**config.mk**
```make
export PLATFORM = sky130hd
export DESIGN_NAME = sih_hub
export DESIGN_NICKNAME = d
export VERILOG_FILES = /design/src/rtl/sih_pkg.sv /design/src/rtl/sih_edge.sv /design/src/rtl/sih_line.sv /design/src/rtl/sih_bank.sv /design/src/rtl/sih_hub.sv
export SDC_FILE = /design/constraint.sdc
export NUM_CORES = 1
export LEC_CHECK = 0
export BUFFER_PORTS_ARGS = -buffer_cell sky130_fd_sc_hd__buf_2
export CAP_MARGIN = 20
export CORE_AREA = 2 2 235 352
export CTS_BUF_LIST = sky130_fd_sc_hd__clkbuf_4 sky130_fd_sc_hd__clkbuf_8 sky130_fd_sc_hd__clkbuf_16
export CTS_CLUSTER_DIAMETER = 120
export CTS_CLUSTER_SIZE = 20
export DETAILED_ROUTE_END_ITERATION = 16
export DIE_AREA = 0 0 237 354
export PLACE_DENSITY_LB_ADDON = 0.12
export SYNTH_ARGS = -nofsm -noshare
export SYNTH_HDL_FRONTEND = slang
export SYNTH_SLANG_ARGS = --single-unit
export TNS_END_PERCENT = 30
```
**constraint.sdc**
```tcl
create_clock -name clk -period 1.66 [get_ports clk]
set_clock_uncertainty 0.05 [all_clocks]
set_input_delay 0.249 -clock clk [delete_from_list [all_inputs] [get_ports clk]]
set_output_delay 0.249 -clock clk [all_outputs]
set_load 0.1 [all_outputs]
```
**src/rtl/sih_pkg.sv**
```systemverilog
package sih_pkg;
    localparam int DW    = 32;
    localparam int RAW   = 3;
    localparam int NLINE = 2;

    typedef enum logic [RAW-1:0] {
        REG_CTRL    = 3'd0,
        REG_EDGE_LO = 3'd1,
        REG_EDGE_HI = 3'd2,
        REG_STAT0   = 3'd3,
        REG_MASK0   = 3'd4,
        REG_STAT1   = 3'd5,
        REG_MASK1   = 3'd6
    } reg_e;

    typedef struct packed {
        logic pend_en;
        logic cor;
    } ctrl_t;

    function automatic logic [RAW-1:0] stat_addr(input int line);
        return RAW'(3 + 2 * line);
    endfunction

    function automatic logic [RAW-1:0] mask_addr(input int line);
        return RAW'(4 + 2 * line);
    endfunction
endpackage

```
**src/rtl/sih_edge.sv**
```systemverilog
module sih_edge #(
    parameter int NSRC = 24
) (
    input  logic                clk,
    input  logic                rst,
    input  logic [NSRC-1:0]     src,
    input  logic [2*NSRC-1:0]   esel,
    output logic [NSRC-1:0]     evt
);
    logic [NSRC-1:0] sync1, sync2, prev;

    always_ff @(posedge clk) begin
        if (rst) begin
            sync1 <= '0;
            sync2 <= '0;
            prev  <= '0;
        end else begin
            sync1 <= src;
            sync2 <= sync1;
            prev  <= sync2;
        end
    end

    for (genvar i = 0; i < NSRC; i++) begin : g_det
        assign evt[i] = (esel[2*i+1] &  sync2[i] & ~prev[i])
                      | (esel[2*i]   & ~sync2[i] &  prev[i]);
    end
endmodule

```
**src/rtl/sih_line.sv**
```systemverilog
module sih_line #(
    parameter int NSRC = 24
) (
    input  logic             clk,
    input  logic             rst,
    input  logic [NSRC-1:0]  evt,
    input  logic             mask_wr,
    input  logic [NSRC-1:0]  wdata,
    input  logic [NSRC-1:0]  clr,
    input  logic             pend_en,
    output logic [NSRC-1:0]  stat,
    output logic [NSRC-1:0]  mask,
    output logic             req
);
    logic [NSRC-1:0] pend, setv, stat_n, pend_n;

    assign setv   = evt & ~mask;
    assign stat_n = (stat & ~clr) | setv | (pend & clr);
    assign pend_n = pend_en ? ((pend & ~clr) | (setv & stat & ~clr) | (pend & clr & setv))
                            : '0;

    always_ff @(posedge clk) begin
        if (rst) begin
            stat <= '0;
            pend <= '0;
            mask <= '1;
        end else begin
            stat <= stat_n;
            pend <= pend_n;
            if (mask_wr) mask <= wdata;
        end
    end

    assign req = |(stat & ~mask);

    // no status bit appears under a set mask bit
    assert_masked_hold_R6: assert property (@(posedge clk) disable iff (rst)
        ((stat & ~$past(stat) & $past(mask)) == '0));

    // a status bit only falls when a clear was requested
    assert_no_silent_drop_R7: assert property (@(posedge clk) disable iff (rst)
        (($past(stat) & ~stat & ~$past(clr)) == '0));

    // a held edge exists only behind a set status bit
    assert_pend_subset_R8: assert property (@(posedge clk) disable iff (rst)
        ((pend & ~stat) == '0));
endmodule

```
**src/rtl/sih_bank.sv**
```systemverilog
module sih_bank
    import sih_pkg::*;
#(
    parameter int NSRC = 24
) (
    input  logic                clk,
    input  logic                rst,
    input  logic [NSRC-1:0]     src,
    input  logic                sel,
    input  logic [RAW-1:0]      addr,
    input  logic [DW-1:0]       wdata,
    input  logic                wr,
    input  logic                rd,
    output logic [DW-1:0]       rdata,
    output logic [NLINE-1:0]    req
);
    localparam int EW = 2 * NSRC;

    ctrl_t                       ctrl;
    logic [EW-1:0]               esel;
    logic [2*DW-1:0]             esel_wide;
    logic [NSRC-1:0]             evt, dead;
    logic [NLINE-1:0][NSRC-1:0]  stat, mask, clr;
    logic [DW-1:0]               rnext;

    assign esel_wide = {{(2*DW-EW){1'b0}}, esel};

    always_ff @(posedge clk) begin
        if (rst) begin
            ctrl <= '0;
            esel <= '0;
        end else if (wr && sel) begin
            case (addr)
                REG_CTRL:    ctrl <= ctrl_t'(wdata[1:0]);
                REG_EDGE_LO: esel <= EW'({esel_wide[2*DW-1:DW], wdata});
                REG_EDGE_HI: esel <= EW'({wdata, esel_wide[DW-1:0]});
                default: ;
            endcase
        end
    end

    sih_edge #(.NSRC(NSRC)) u_edge (
        .clk(clk), .rst(rst), .src(src), .esel(esel), .evt(evt)
    );

    for (genvar i = 0; i < NSRC; i++) begin : g_dead
        assign dead[i] = ~|esel[2*i +: 2];
    end

    for (genvar l = 0; l < NLINE; l++) begin : g_line
        logic hit;
        assign hit    = sel && (addr == stat_addr(l));
        assign clr[l] = !hit     ? '0 :
                        ctrl.cor ? (rd ? stat[l] : '0) :
                                   (wr ? wdata[NSRC-1:0] : '0);

        sih_line #(.NSRC(NSRC)) u_line (
            .clk(clk), .rst(rst), .evt(evt),
            .mask_wr(wr && sel && (addr == mask_addr(l))),
            .wdata(wdata[NSRC-1:0]), .clr(clr[l]), .pend_en(ctrl.pend_en),
            .stat(stat[l]), .mask(mask[l]), .req(req[l])
        );

        // a source with edge pair 00 never raises status
        assert_dead_source_R4: assert property (@(posedge clk) disable iff (rst)
            ((stat[l] & ~$past(stat[l]) & $past(dead)) == '0));
    end

    always_comb begin
        case (addr)
            REG_CTRL:    rnext = DW'(ctrl);
            REG_EDGE_LO: rnext = esel_wide[DW-1:0];
            REG_EDGE_HI: rnext = esel_wide[2*DW-1:DW];
            REG_STAT0:   rnext = DW'(stat[0]);
            REG_MASK0:   rnext = DW'(mask[0]);
            REG_STAT1:   rnext = DW'(stat[1]);
            REG_MASK1:   rnext = DW'(mask[1]);
            default:     rnext = '0;
        endcase
    end

    always_ff @(posedge clk) begin
        if (rst)     rdata <= '0;
        else if (rd) rdata <= sel ? rnext : '0;
    end

    if (NSRC < DW) begin : g_hi_chk
        // status and mask reads carry nothing above the source count
        assert_rdata_hi_R10: assert property (@(posedge clk) disable iff (rst)
            ($past(rd && sel && (addr >= REG_STAT0) && (addr <= REG_MASK1)))
            |-> (rdata[DW-1:NSRC] == '0));
    end
endmodule

```
**src/rtl/sih_hub.sv**
```systemverilog
module sih_hub
    import sih_pkg::*;
#(
    parameter int NBANK = 2,
    parameter int NSRC  = 24,
    localparam int BAW  = (NBANK > 1) ? $clog2(NBANK) : 1,
    localparam int AW   = BAW + RAW
) (
    input  logic                    clk,
    input  logic                    rst,
    input  logic [NBANK*NSRC-1:0]   src,
    input  logic [AW-1:0]           addr,
    input  logic [DW-1:0]           wdata,
    input  logic                    wr,
    input  logic                    rd,
    output logic [DW-1:0]           rdata,
    output logic [NBANK-1:0]        prim_stat0,
    output logic [NBANK-1:0]        prim_stat1,
    output logic [NLINE-1:0]        irq_n
);
    logic [NBANK-1:0][DW-1:0]     bank_rd;
    logic [NBANK-1:0][NLINE-1:0]  bank_req;
    logic [NLINE-1:0][NBANK-1:0]  prim;

    for (genvar b = 0; b < NBANK; b++) begin : g_bank
        sih_bank #(.NSRC(NSRC)) u_bank (
            .clk(clk), .rst(rst), .src(src[b*NSRC +: NSRC]),
            .sel(addr[AW-1:RAW] == BAW'(b)), .addr(addr[RAW-1:0]),
            .wdata(wdata), .wr(wr), .rd(rd),
            .rdata(bank_rd[b]), .req(bank_req[b])
        );
        for (genvar l = 0; l < NLINE; l++) begin : g_map
            assign prim[l][b] = bank_req[b][l];
        end
    end

    always_comb begin
        rdata = '0;
        for (int b = 0; b < NBANK; b++) rdata |= bank_rd[b];
    end

    for (genvar l = 0; l < NLINE; l++) begin : g_out
        assign irq_n[l] = ~|prim[l];
    end

    assign prim_stat0 = prim[0];
    assign prim_stat1 = prim[1];
endmodule

```
# After elaboration in Yosys (flattened, before gate mapping)
# Index checks and enable logic that the tools add are counted.
[classes]
eq_ne = 6
n_mux = 18
n_bitwise = 398
n_reduce_logical = 27
[ops]
columns = ["op", "count"]
rows = [
  ["24-bit bitwise AND", 32],
  ["32-bit one-hot mux with 7 select lines", 2],
  ["24-bit bitwise OR", 16],
  ["24-bit 2-to-1 mux", 13],
  ["1-bit bitwise AND", 192],
  ["24-bit NOT", 8],
  ["1-bit NOT", 101],
  ["48-bit one-hot mux with 2 select lines", 1],
  ["24-bit OR reduction", 4],
  ["48-bit OR reduction", 2],
  ["32-bit 2-to-1 mux", 2],
  ["1-bit bitwise OR", 48],
  ["32-bit bitwise OR", 1],
  ["3-bit AND reduction", 4],
  ["1-bit logical AND", 10],
  ["3-bit equality test, second input constant", 3],
  ["3-bit by 2-bit equality test with 1-bit output, second input constant", 2],
  ["2-bit AND reduction", 2],
  ["2-bit OR reduction", 2],
  ["3-bit by 1-bit equality test with 1-bit output, second input constant", 1],
  ["3-bit zero test", 1],
  ["1-bit zero test", 2],
]
[totals]
regBits = 596
input_bits = 88
elab_cells = 477

# Logic depth before layout (Yosys ltp)
[logic_depth]
ltp_word = 9
ltp_mapped = 8

# Hierarchy
# Synthesis repeated with hierarchy kept, for this count alone.
[hier_totals]
cells_unflattened = 3177
hier_area_um2 = 26995.9
[modules_own_cells]
columns = ["module", "n_inst", "cells_each", "area_per_inst_um2"]
rows = [
  ["sih_line", 4, 359, 3099.2],
  ["sih_bank (g_bank[1].u_bank)", 1, 641, 5138.7],
  ["sih_bank (g_bank[0].u_bank)", 1, 617, 4624.4],
  ["sih_edge", 2, 224, 2312.2],
  ["sih_hub", 1, 35, 211.5],
]

# Worst setup path after synthesis
# Ideal clock, no wire load.
[synth_timing]
path_type = "flip-flop to output port"
from = "register g_bank[0].u_bank.g_line[0].u_line.stat[9]"
to = "output irq_n[0]"
t_arrival_ps = 3886
slack_ps = -2525
stages_incl_launch_ff = 5
n_path_buf = 0
path_cell_list = "dfxtp_1 -> nor2b_1 -> a2111oi_0 -> o2111ai_1 -> nor4_1"
[synth_via]
elab_chain_len = 3
[synth_rtl]
columns = ["item", "line", "rtl"]
rows = [
  ["start, declared", "sih_line.sv:11", "output logic [NSRC-1:0] stat,"],
  ["start signal, assigned", "sih_line.sv:28", "stat <= stat_n;"],
  ["24-bit bitwise AND", "sih_line.sv:34", "assign req = |(stat & ~mask);"],
  ["48-bit OR reduction", "sih_hub.sv:43", "assign irq_n[l] = ~|prim[l];"],
  ["1-bit zero test", "sih_hub.sv:43", ""],
  ["end, declared", "sih_hub.sv:19", "output logic [NLINE-1:0] irq_n"],
]
# Every way passes these cells.

# Final worst setup path
[layout_timing]
from = "register g_bank[1].u_bank.g_line[0].u_line.stat[20]"
to = "output irq_n[0]"
[layout_via]
elab_chain_len = 3
[layout_rtl]
columns = ["item", "line"]
rows = [
  ["start, declared", "sih_line.sv:11"],
  ["start signal, assigned", "sih_line.sv:28"],
  ["24-bit bitwise AND", "sih_line.sv:34"],
  ["48-bit OR reduction", "sih_hub.sv:43"],
  ["1-bit zero test", "sih_hub.sv:43"],
]
# Every way passes these cells.

==> metrics.txt <==
number of synthesized register bits 596; Yosys top cell area share 45.17%; R2R Setup Slk -0.06 ns; synth top area cells dfxtp_1 (45%), nor2b_1 (5.8%), nand3b_1 (4.7%); final wirelength roughly 130000 microns; DP HPWL slightly above 90000 microns; crit path launch g_bank[1].u_bank.g_line[0].u_line.stat[20]; fmax 356.8 MHz; WL/cell 27.25 microns; setup violators final 42; Hold Crit Class input port to flop; Async SR Flop Fraction 0%; CP Max Fanout 2; final net count 3661; hold_ws ~0.031 ns; sequential cell area 12050 sq um; Synth Instances 3031; period utilization 168.9%; GP Congestion roughly 0.94; maximum clock insertion buffer count 3; post-synthesis sequential area ratio 45.17%; Post-Syn Area per Cell 8.715 sq um; WP data required 1.36 ns; Final ANT Viol Nets 0; critical path class flop to output pin; RR Endpoint g_bank[0].u_bank.g_line[0].u_line.stat[3]; Slew @ Worst Pin 0.9748 ns; clk sinks 596; final slew viol count 0; Final Critical Period 2.803 ns; # fillers 7902; largest net degree at the start of global routing 76; drt drc 0; total die area approximately 84000 sq um; final worst slack -1.143 ns; Die Y 354 microns; Post-synth EDFFs 0; initial antenna violation count 6; GR Util All Layers 29.11%; Worst-path clk slew 0.09 ns; grt ovf 0; Net Count, Synth 3119; area of the multi-input gates 14430 sq um; Crit path arrival time 2.50 ns; share of cells above drive strength 1 28.15%; Iteration-0 DRC Markers 2139; vias per cell roughly 5.6; Final Hold Viols 0; design area ~35000 sq um; P_leak 14.23 nW; Placement Cell Area 32060 sq um; Vias roughly 26000; Yosys cell types 65; CTS Root Buffer Type clkbuf_16; CP Launch Type flop; total CTS buffers 35; Ys Warns 0; VDD IR-drop max 0.0006787 V; failing checks negative setup slack; I/O Buffers around 130; Die X about 240 microns; depth of the CTS H-tree 2; Layout Cells excl Fill 4616; unrepaired setup endpoints after global routing yes; first-pass GRT wire length about 180000 microns; final core utilization 43.89%; DRT Pass-1 Iters 6; Initial Util 32.66%; # IOs 126; Mapped Area 26420 sq um; Slew HR around a third; worst skew pair latency 0.60 ns; total power draw 27.64 mW; outcome complete, but fails checks; Area Overhead vs Synth 34.37%; dominant synthesized flop cell dfxtp_1; hold path startpoint wdata[4]; Setup crit end irq_n[0]; crit path capture type output pin; CTS tree done; P per Cell Area 778.8 nW/um^2; dpl cells 4500; r2r worst-path depth 7; max_cap viols 0; # rows approximately 130; vias in the first global route about 26000; RR Startpoint g_bank[0].u_bank.ctrl[0]; leading area contributor after synthesis dfxtp_1; core area between 80000 and 90000 sq um
registers in the layout, indices dropped and copies added, names as in the netlist:
name and count:
g_bank.u_bank.g_line.u_line.mask 96, g_bank.u_bank.rdata 64, g_bank.u_bank.ctrl 4, g_bank.u_bank.g_line.u_line.pend 96
g_bank.u_bank.esel 96, g_bank.u_bank.u_edge.sync2 48, g_bank.u_bank.u_edge.prev 48, g_bank.u_bank.u_edge.sync1 48
g_bank.u_bank.g_line.u_line.stat 96
report_power, final:
| part | switching (mW) | internal (mW) |
|---|---|---|
| clock network | 5.15 | 4.14 |
| registers | 0.228 | 14.6 |
| logic | 2.11 | 1.44 |
| total | 7.49 | 20.2 |
timing repair:
action	in CTS	in global routing
endpoints found under the hold margin	64	0
buffers inserted	9	11
pin swaps	50	80
cloned	2	4
setup endpoints to repair	99	135
gates resized for setup	301	178
hold buffers	56	0
synth_stat cells, drive strengths merged (26+ instances only):
master	count
dfxtp	596
nand2	250
a21oi	247
nor2b	245
nor2	214
o21ai	203
nand3b	167
clkbuf	126
nand3	105
a211oi	102
nor3	102
and3	100
buf	90
mux2i	82
a221oi	53
and3b	48
mux2	41
or2	39
inv	34
a211o	27
a22oi	26
worst min-delay path by stage:
| stage | endpoint | slack [ns] | depth (start not counted) |
|---|---|---|---|
| CTS | g_bank[1].u_bank.esel[36] | 0.004 | 3 |
| floorplan | g_bank[1].u_bank.g_line[0].u_line.mask[21] | 0.32 | 1 |
| detailed placement | g_bank[1].u_bank.u_edge.sync2[0] | 0.37 | 1 |
| finish | g_bank[1].u_bank.esel[36] | 0.03 | 3 |
| global route | g_bank[1].u_bank.esel[36] | 0.03 | 3 |
| global placement | g_bank[0].u_bank.u_edge.sync2[17] | 0.37 | 1 |
worst max-delay path, stage by stage (launching register included):
cell and delay (ns):
dfxtp_2 0.33, nor2b_4 0.12, a2111oi_4 0.41, buf_4 0.18
nand4_1 0.06, buf_4 0.16, nor4_4 0.40, buf_12 0.23
area by class of cell:
type,count,area share (%)
Timing Repair Buffer,721,18.66
Clock inverter,1,0.08460
Tap cell,1040,3.666
Sequential cell,596,33.94
Clock buffer,37,2.608
Inverter,35,0.3701
Multi-Input combinational cell,2184,40.66
Antenna cell,2,0.01410
logic make-up after synthesis:
family / Yosys count / synth area share (%)
mux: 125 / 5.026
flops: 596 / 45.17
simple gates: 1295 / 26.81
buf+inv: 251 / 4.343
compound gates: 764 / 18.65
placed cells by master (no fill, tap or decap), drive strengths merged, types with 48 or more instances in the layout:
cell,instances
nor3,102
dlygate4sd3,56
mux2i,82
a221oi,53
and3,100
nand3,105
and3b,48
nor2,214
dfxtp,596
a211oi,102
a21oi,247
nand3b,167
o21ai,203
nand2,250
buf,661
nor2b,245
per-stage QoR:
step	TNS (ns)	worst slack [ns]
3_5_place_dp	-73.88	-1.123
2_1_floorplan	-2.270	-0.7616
6_report	-7.107	-1.143
4_1_cts	-8.711	-1.193
3_3_place_gp	-67.91	-1.172
5_1_grt	-8.959	-1.202
metal layers:
| layer | track usage (%) | up-vias | routed length, microns |
|---|---|---|---|
| li1 | - | 11910 | - |
| met1 | 33.99 | 12710 | 47750 |
| met2 | 49.96 | 1074 | 60480 |
| met3 | 3.181 | 342 | 6869 |
| met4 | 20.06 | 4 | 10640 |
| met5 | 0 | - | 26 |
No activity file was read; power rests on OpenSTA's default activity.
